`config.mk`:
```
export PLATFORM = sky130hd
export DESIGN_NAME = pin_deglitch
export DESIGN_NICKNAME = d
export VERILOG_FILES = /design/src/rtl/pin_deglitch.sv
export SDC_FILE = /design/constraint.sdc
export NUM_CORES = 1
export LEC_CHECK = 0
export BUFFER_PORTS_ARGS = -buffer_cell sky130_fd_sc_hd__buf_2
export CAP_MARGIN = 20
export CORE_MARGIN = 8
export CORE_UTILIZATION = 59
export CTS_BUF_LIST = sky130_fd_sc_hd__clkbuf_4 sky130_fd_sc_hd__clkbuf_8 sky130_fd_sc_hd__clkbuf_16
export DETAILED_ROUTE_END_ITERATION = 8
export PLACE_DENSITY = 0.79
export SETUP_SLACK_MARGIN = 0.5
export SLEW_MARGIN = 5
export SYNTH_ARGS = -nofsm -noshare
export SYNTH_HDL_FRONTEND = slang
export SYNTH_SLANG_ARGS = --single-unit
```
`constraint.sdc`:
```
create_clock -name clk -period 4.15 [get_ports clk]
set_input_delay 0.83 -clock clk [delete_from_list [all_inputs] [get_ports clk]]
set_output_delay 0.83 -clock clk [all_outputs]
set_load 0.1 [all_outputs]
```
`src/rtl/pin_deglitch.sv`:
```
module pin_deglitch #(
  parameter int HOLD_W = 4,
  parameter int MODE_W = 2,
  parameter int SH_U0  = 1,
  parameter int SH_U1  = 3,
  parameter int SH_U2  = 9,
  parameter int SH_U3  = 11
) (
  input  logic              clk,
  input  logic              rst_n,
  input  logic              pin_raw,
  input  logic              ref_tick,
  input  logic [MODE_W-1:0] filt_mode,
  input  logic [HOLD_W-1:0] hold_cnt,
  input  logic              unit_coarse,
  input  logic              unit_long,
  output logic              pin_out
);
  localparam int TICK_W = HOLD_W + SH_U3;

  logic [1:0]        sync_q;
  logic [TICK_W-1:0] tick_cnt;
  logic [TICK_W-1:0] hold_ticks;
  logic [TICK_W:0]   next_cnt;

  wire sync_lvl  = sync_q[1];
  wire filter_on = (|filt_mode) && (|hold_cnt);
  wire differs   = sync_lvl != pin_out;
  wire done      = next_cnt >= {1'b0, hold_ticks};

  assign next_cnt = {1'b0, tick_cnt} + 1'b1;

  always_comb begin
    case ({unit_long, unit_coarse})
      2'b00:   hold_ticks = TICK_W'(hold_cnt) << SH_U0;
      2'b01:   hold_ticks = TICK_W'(hold_cnt) << SH_U1;
      2'b10:   hold_ticks = TICK_W'(hold_cnt) << SH_U2;
      default: hold_ticks = TICK_W'(hold_cnt) << SH_U3;
    endcase
  end

  always_ff @(posedge clk or negedge rst_n) begin
    if (!rst_n) begin
      sync_q   <= '0;
      pin_out  <= 1'b0;
      tick_cnt <= '0;
    end else begin
      sync_q <= {sync_q[0], pin_raw};
      if (!filter_on) begin
        pin_out  <= sync_lvl;
        tick_cnt <= '0;
      end else if (!differs) begin
        tick_cnt <= '0;
      end else if (ref_tick) begin
        if (done) begin
          pin_out  <= sync_lvl;
          tick_cnt <= '0;
        end else begin
          tick_cnt <= next_cnt[TICK_W-1:0];
        end
      end
    end
  end
endmodule

```
Word-level counts from Yosys, hierarchy flattened
Index checks and enable logic that the tools add are counted.

Register bits: 18. Bits of input ports: 12. Logic and storage cells: 26.

Add/sub/neg operators: 1. $lt $le $gt $ge: 1. Eq/ne operators: 7. Mux-type cells: 9. Reductions and logical operators: 5.

Operator list (number): 15-bit 2-to-1 mux (4); 15-bit case mux with 3 select lines (1); 15-bit by 1-bit adder with 16-bit output, second input constant (1); 16-bit by 15-bit >= comparator with 1-bit output (1); 1-bit 2-to-1 mux (4); 2-bit by 1-bit != test with 1-bit output, second input constant (2); 4-bit OR reduction (1); 3-bit != test, second input constant (1); 3-bit AND reduction (1); 2-bit by 1-bit equality test with 1-bit output, second input constant (1); 2-bit equality test, second input constant (1); 2-bit zero test (1); 2-bit != test, second input constant (1); 2-bit OR reduction (1); 1-bit logical AND (1); 1-bit != test (1).

Logic depth before layout (Yosys ltp)
Depth in word-level cells: 7. Depth in mapped cells: 13.

Worst setup path after synthesis
No wires, ideal clock.

Path kind: input-to-reg. From: input unit_coarse. To: register pin_out. Setup time: 0.126 ns. Arrival: 3.010 ns. Required time: 4.024 ns. Slack: 1.013 ns. Stages: 9. Path through: clkbuf_1 > or3b_2 > ha_1 > o21ai_0 > a31oi_1 > o311a_1 > o41ai_4 > a21oi_2 > mux2_4.

Longest elaborated chain between the ends: 5. Elaborated cells on any way between the ends: 7. Those cells by class: order compare: 1; eq/ne: 3; mux: 1; reduce/logical: 2.

Ends and longest elaborated chain: start: declaration (line 15) `input logic unit_coarse,`; 2-bit equality test (tied with other cells) (line 34) `case ({unit_long, unit_coarse})`; 15-bit case mux with 3 select lines (*) (line 34); 16-bit by 15-bit >= comparator with 1-bit output (*) (line 29) `wire done = next_cnt >= {1'b0, hold_ticks};`; 2-bit by 1-bit != test with 1-bit output (no line) (*); 3-bit AND reduction (no line) (*); end signal: assignment (line 50) `pin_out <= sync_lvl;`; end signal: assignment (line 56) `pin_out <= sync_lvl;`; end: declaration (line 17) `output logic pin_out`.

Mark *: on every way between the ends. The rest lies on a longest branch, timed or not. A chain may end at the register's enable or synchronous reset.

Final worst setup path
From: register tick_cnt[0]. To: register pin_out.

Longest elaborated chain between the ends: 4.

Ends and longest elaborated chain: start: declaration (line 22) `logic [TICK_W-1:0] tick_cnt;`; start signal: assignment (line 59) `tick_cnt <= next_cnt[TICK_W-1:0];`; 15-bit by 1-bit adder with 16-bit output (line 31) `assign next_cnt = {1'b0, tick_cnt} + 1'b1;`; 16-bit by 15-bit >= comparator with 1-bit output (line 29); 2-bit by 1-bit != test with 1-bit output (no line); 3-bit AND reduction (no line).

No other way between the ends.

==> results.sh <==
export IMPL_r2r_start="tick_cnt[0]"
export IMPL_totalWireLength_mm=3.23
export IMPL_regArea_um2=450
export IMPL_layout_filler_cells=198
export IMPL_ir_drop_uv=211
export IMPL_path_delay_family="simple AND/OR/NAND/NOR gates"
export IMPL_hold_viol=0
export IMPL_fmax_mhz=302
export IMPL_path_cells="nand4_2, or2_4, nor2_1, and4_1, xor2_1, ha_1, and4_1, nand3_4, nor4_4, o41ai_4, a21oi_2, mux2_4"
export IMPL_critPathLaunchType="register"
export IMPL_tritoncts="built"
export IMPL_rsz0062_at_grt="false"
export IMPL_crit_start="tick_cnt[0]"
export IMPL_synth_fp_nets=167
export IMPL_finalMaxSlewViolations=0
export IMPL_setup_viol=0
export IMPL_maxCapViolCount=0
export IMPL_hold_buffers=0
export IMPL_tightest_slew_ns=0.485
export IMPL_worst_ep_required_time_ns=4.34
export IMPL_wl_per_cell_um=17.3
export IMPL_clk_pin_slew_ns=0.11
export IMPL_gp_congestion=0.886
export IMPL_drive_gt1_share_pct=23.7
export IMPL_grt_first_pass_wirelength_mm=5.44
export IMPL_dieWidth_um=65.5
export IMPL_cts_resized=0
export IMPL_syn_avg_cell_area_um2=10.2
export IMPL_hpwl_mm=2.53
export IMPL_clock_sinks=18
export IMPL_reg2reg_slack_ns=0.84
export IMPL_syn2layout_area_growth_pct=9.18
export IMPL_drtIter0Drc=61
export IMPL_track_usage_pct=16.1
export IMPL_numCtsBuffers=3
export IMPL_synth_ff_type="dfrtp_1"
export IMPL_hold_ws_ns=0.365
export IMPL_crit_arrival_ns=3.51
export IMPL_root_buffer="clkbuf_4"
export IMPL_reg2reg_to="pin_out"
export IMPL_nNetsFinal=182
export IMPL_reg2reg_depth=12
export IMPL_status="complete, no violations"
export IMPL_synth_seq_area_share_pct=31.2
export IMPL_yosysMostFrequentCell="dfrtp_1"
export IMPL_antenna_found_initial=0
export IMPL_synth_area_leaders="dfrtp_1 31%, ha_1 11%, a32o_1 7.6%"
export IMPL_async_flop_share_pct=100
export IMPL_cts_htree_levels=1
export IMPL_crit_type="reg2reg"
export IMPL_cts_buffer_depth=2
export IMPL_synth_common_cells="18 x dfrtp_1, 13 x ha_1, 11 x a32o_1, 10 x nand2_1, 9 x nor2_1"
export IMPL_cp_end_kind="register"
export IMPL_critPathMaxFanout=6
export IMPL_slew_headroom_pct=67.9
export IMPL_period_needed_ns=3.31
export IMPL_grt_overflow=0
export IMPL_grt_pass1_vias=1208
export IMPL_die_h_um=65.5
export IMPL_cp_common_cell="and4_1"
export IMPL_synth_seq_cells=18
export IMPL_synth_top_cell_area_share_pct=31.2
export IMPL_max_stage_delay_ns=0.47
export IMPL_power_leakage_nw=0.720
export IMPL_antenna_cells=0
export IMPL_io_buffers=12
export IMPL_multi_input_area_um2=960
export IMPL_finalCritPeriodShare_pct=79.9
export IMPL_via_per_inst=6.37
export IMPL_grt_max_degree=19
export IMPL_synth_edff_count=0
export IMPL_vias=1185
export IMPL_critical_path_depth=12
export IMPL_yosys_warnings=0
export IMPL_core_area_mm2=0.00239
export IMPL_crit_buf_inv=0
export IMPL_power_density_mw_per_mm2=269
export IMPL_yosysTopAreaCell="dfrtp_1"
export IMPL_row_count=18
export IMPL_start_util_pct=60.5
export IMPL_cpMaxStageDelayCell="dfrtp_1"
export IMPL_synth_cell_types=47
export IMPL_finalSetupTns_ns=0
export IMPL_ant_nets=0
export IMPL_worstSkewPairLatency_ns=0.30
export IMPL_hold_class="reg2reg"
export IMPL_synth_area_mm2=0.00145
export IMPL_floorplan_io_pins=13
export IMPL_drtPass1Iterations=4
export IMPL_skew_ns=0.00375
export IMPL_drc=0
export IMPL_synth_cells=142
export IMPL_crit_end="pin_out"
export IMPL_dieArea_mm2=0.00429
export IMPL_cts_setup_buffers=0
==> cell usage in the layout (no fill, tap or decap), drive strengths merged, types with 5 or more instances in the layout <==
cell   instances
o21ai          6
xor2           8
nand2         10
dfrtp         18
ha            13
nor4           5
buf           15
nand3          7
nor2           9
a32o          11
==> per-layer routing <==
metal / GRT usage, % / routed length, um
met1: 20.0 / 1460
met2: 26.7 / 1520
met3: 3.40 / 203
met4: 6.27 / 37
met5: 0 / 0
==> worst min path at each step <==
stage,cells past startpoint,end,slack (ns),startpoint
after floorplan,0,sync_q[1],0.33,sync_q[0]
after global placement,0,sync_q[1],0.33,sync_q[0]
after detailed placement,0,sync_q[1],0.34,sync_q[0]
after CTS,0,sync_q[1],0.37,sync_q[0]
after global routing,0,sync_q[1],0.39,sync_q[0]
final,0,sync_q[1],0.36,sync_q[0]
==> power by group <==
| part | internal [mW] | switching [mW] | total [mW] |
|---|---|---|---|
| logic | 0.0438 | 0.0777 | 0.121 |
| registers | 0.183 | 0.00980 | 0.193 |
| clock network | 0.0535 | 0.0568 | 0.110 |
| total | 0.280 | 0.144 | 0.424 |
==> flip-flops by register name, indices dropped and copies added (netlist names) <==
name      flops
tick_cnt     15
sync_q        2
pin_out       1
==> kinds of logic (layout without fill, tap and decap cells) <==
family,Yosys count,count (layout),synth area share (%)
AOI/OAI and AO/OA,31,31,18.3
xor gates and xnor gates,12,12,7.27
adders and majority gates,13,13,11.3
buffers and inverters,8,22,2.86
DFF,18,18,31.2
muxes,3,3,2.60
and+or+nand+nor,57,57,26.6
==> cell type report <==
| cell class | instances | share of cell area [%] |
|---|---|---|
| well taps | 30 | 2.38 |
| inverters | 3 | 0.714 |
| clock buffers | 4 | 2.30 |
| multi-input cells | 116 | 60.8 |
| repair buffers | 15 | 5.23 |
| flip-flops and latches | 18 | 28.5 |
==> through the flow <==
step	cell area [um2]	util, %	setup WS (ns)	power [mW]	std cells
2_1_floorplan	1450	-	1.01	0.283	142
3_3_place_gp	1540	64.6	0.962	0.312	182
3_5_place_dp	1540	64.6	0.862	0.317	182
4_1_cts	1580	66.1	0.879	0.427	186
5_1_grt	1580	66.1	0.638	0.449	186
6_report	1580	66.1	0.835	0.424	186
==> worst register-to-register path: stages, from the launching register on <==
cell and delay (ns):
dfrtp_1 0.47, nand4_2 0.21, or2_4 0.32, nor2_1 0.14, and4_1 0.23, xor2_1 0.27, ha_1 0.19, and4_1 0.26
nand3_4 0.11, nor4_4 0.37, o41ai_4 0.15, a21oi_2 0.18, mux2_4 0.31
Power figures use the tool's default switching activity.
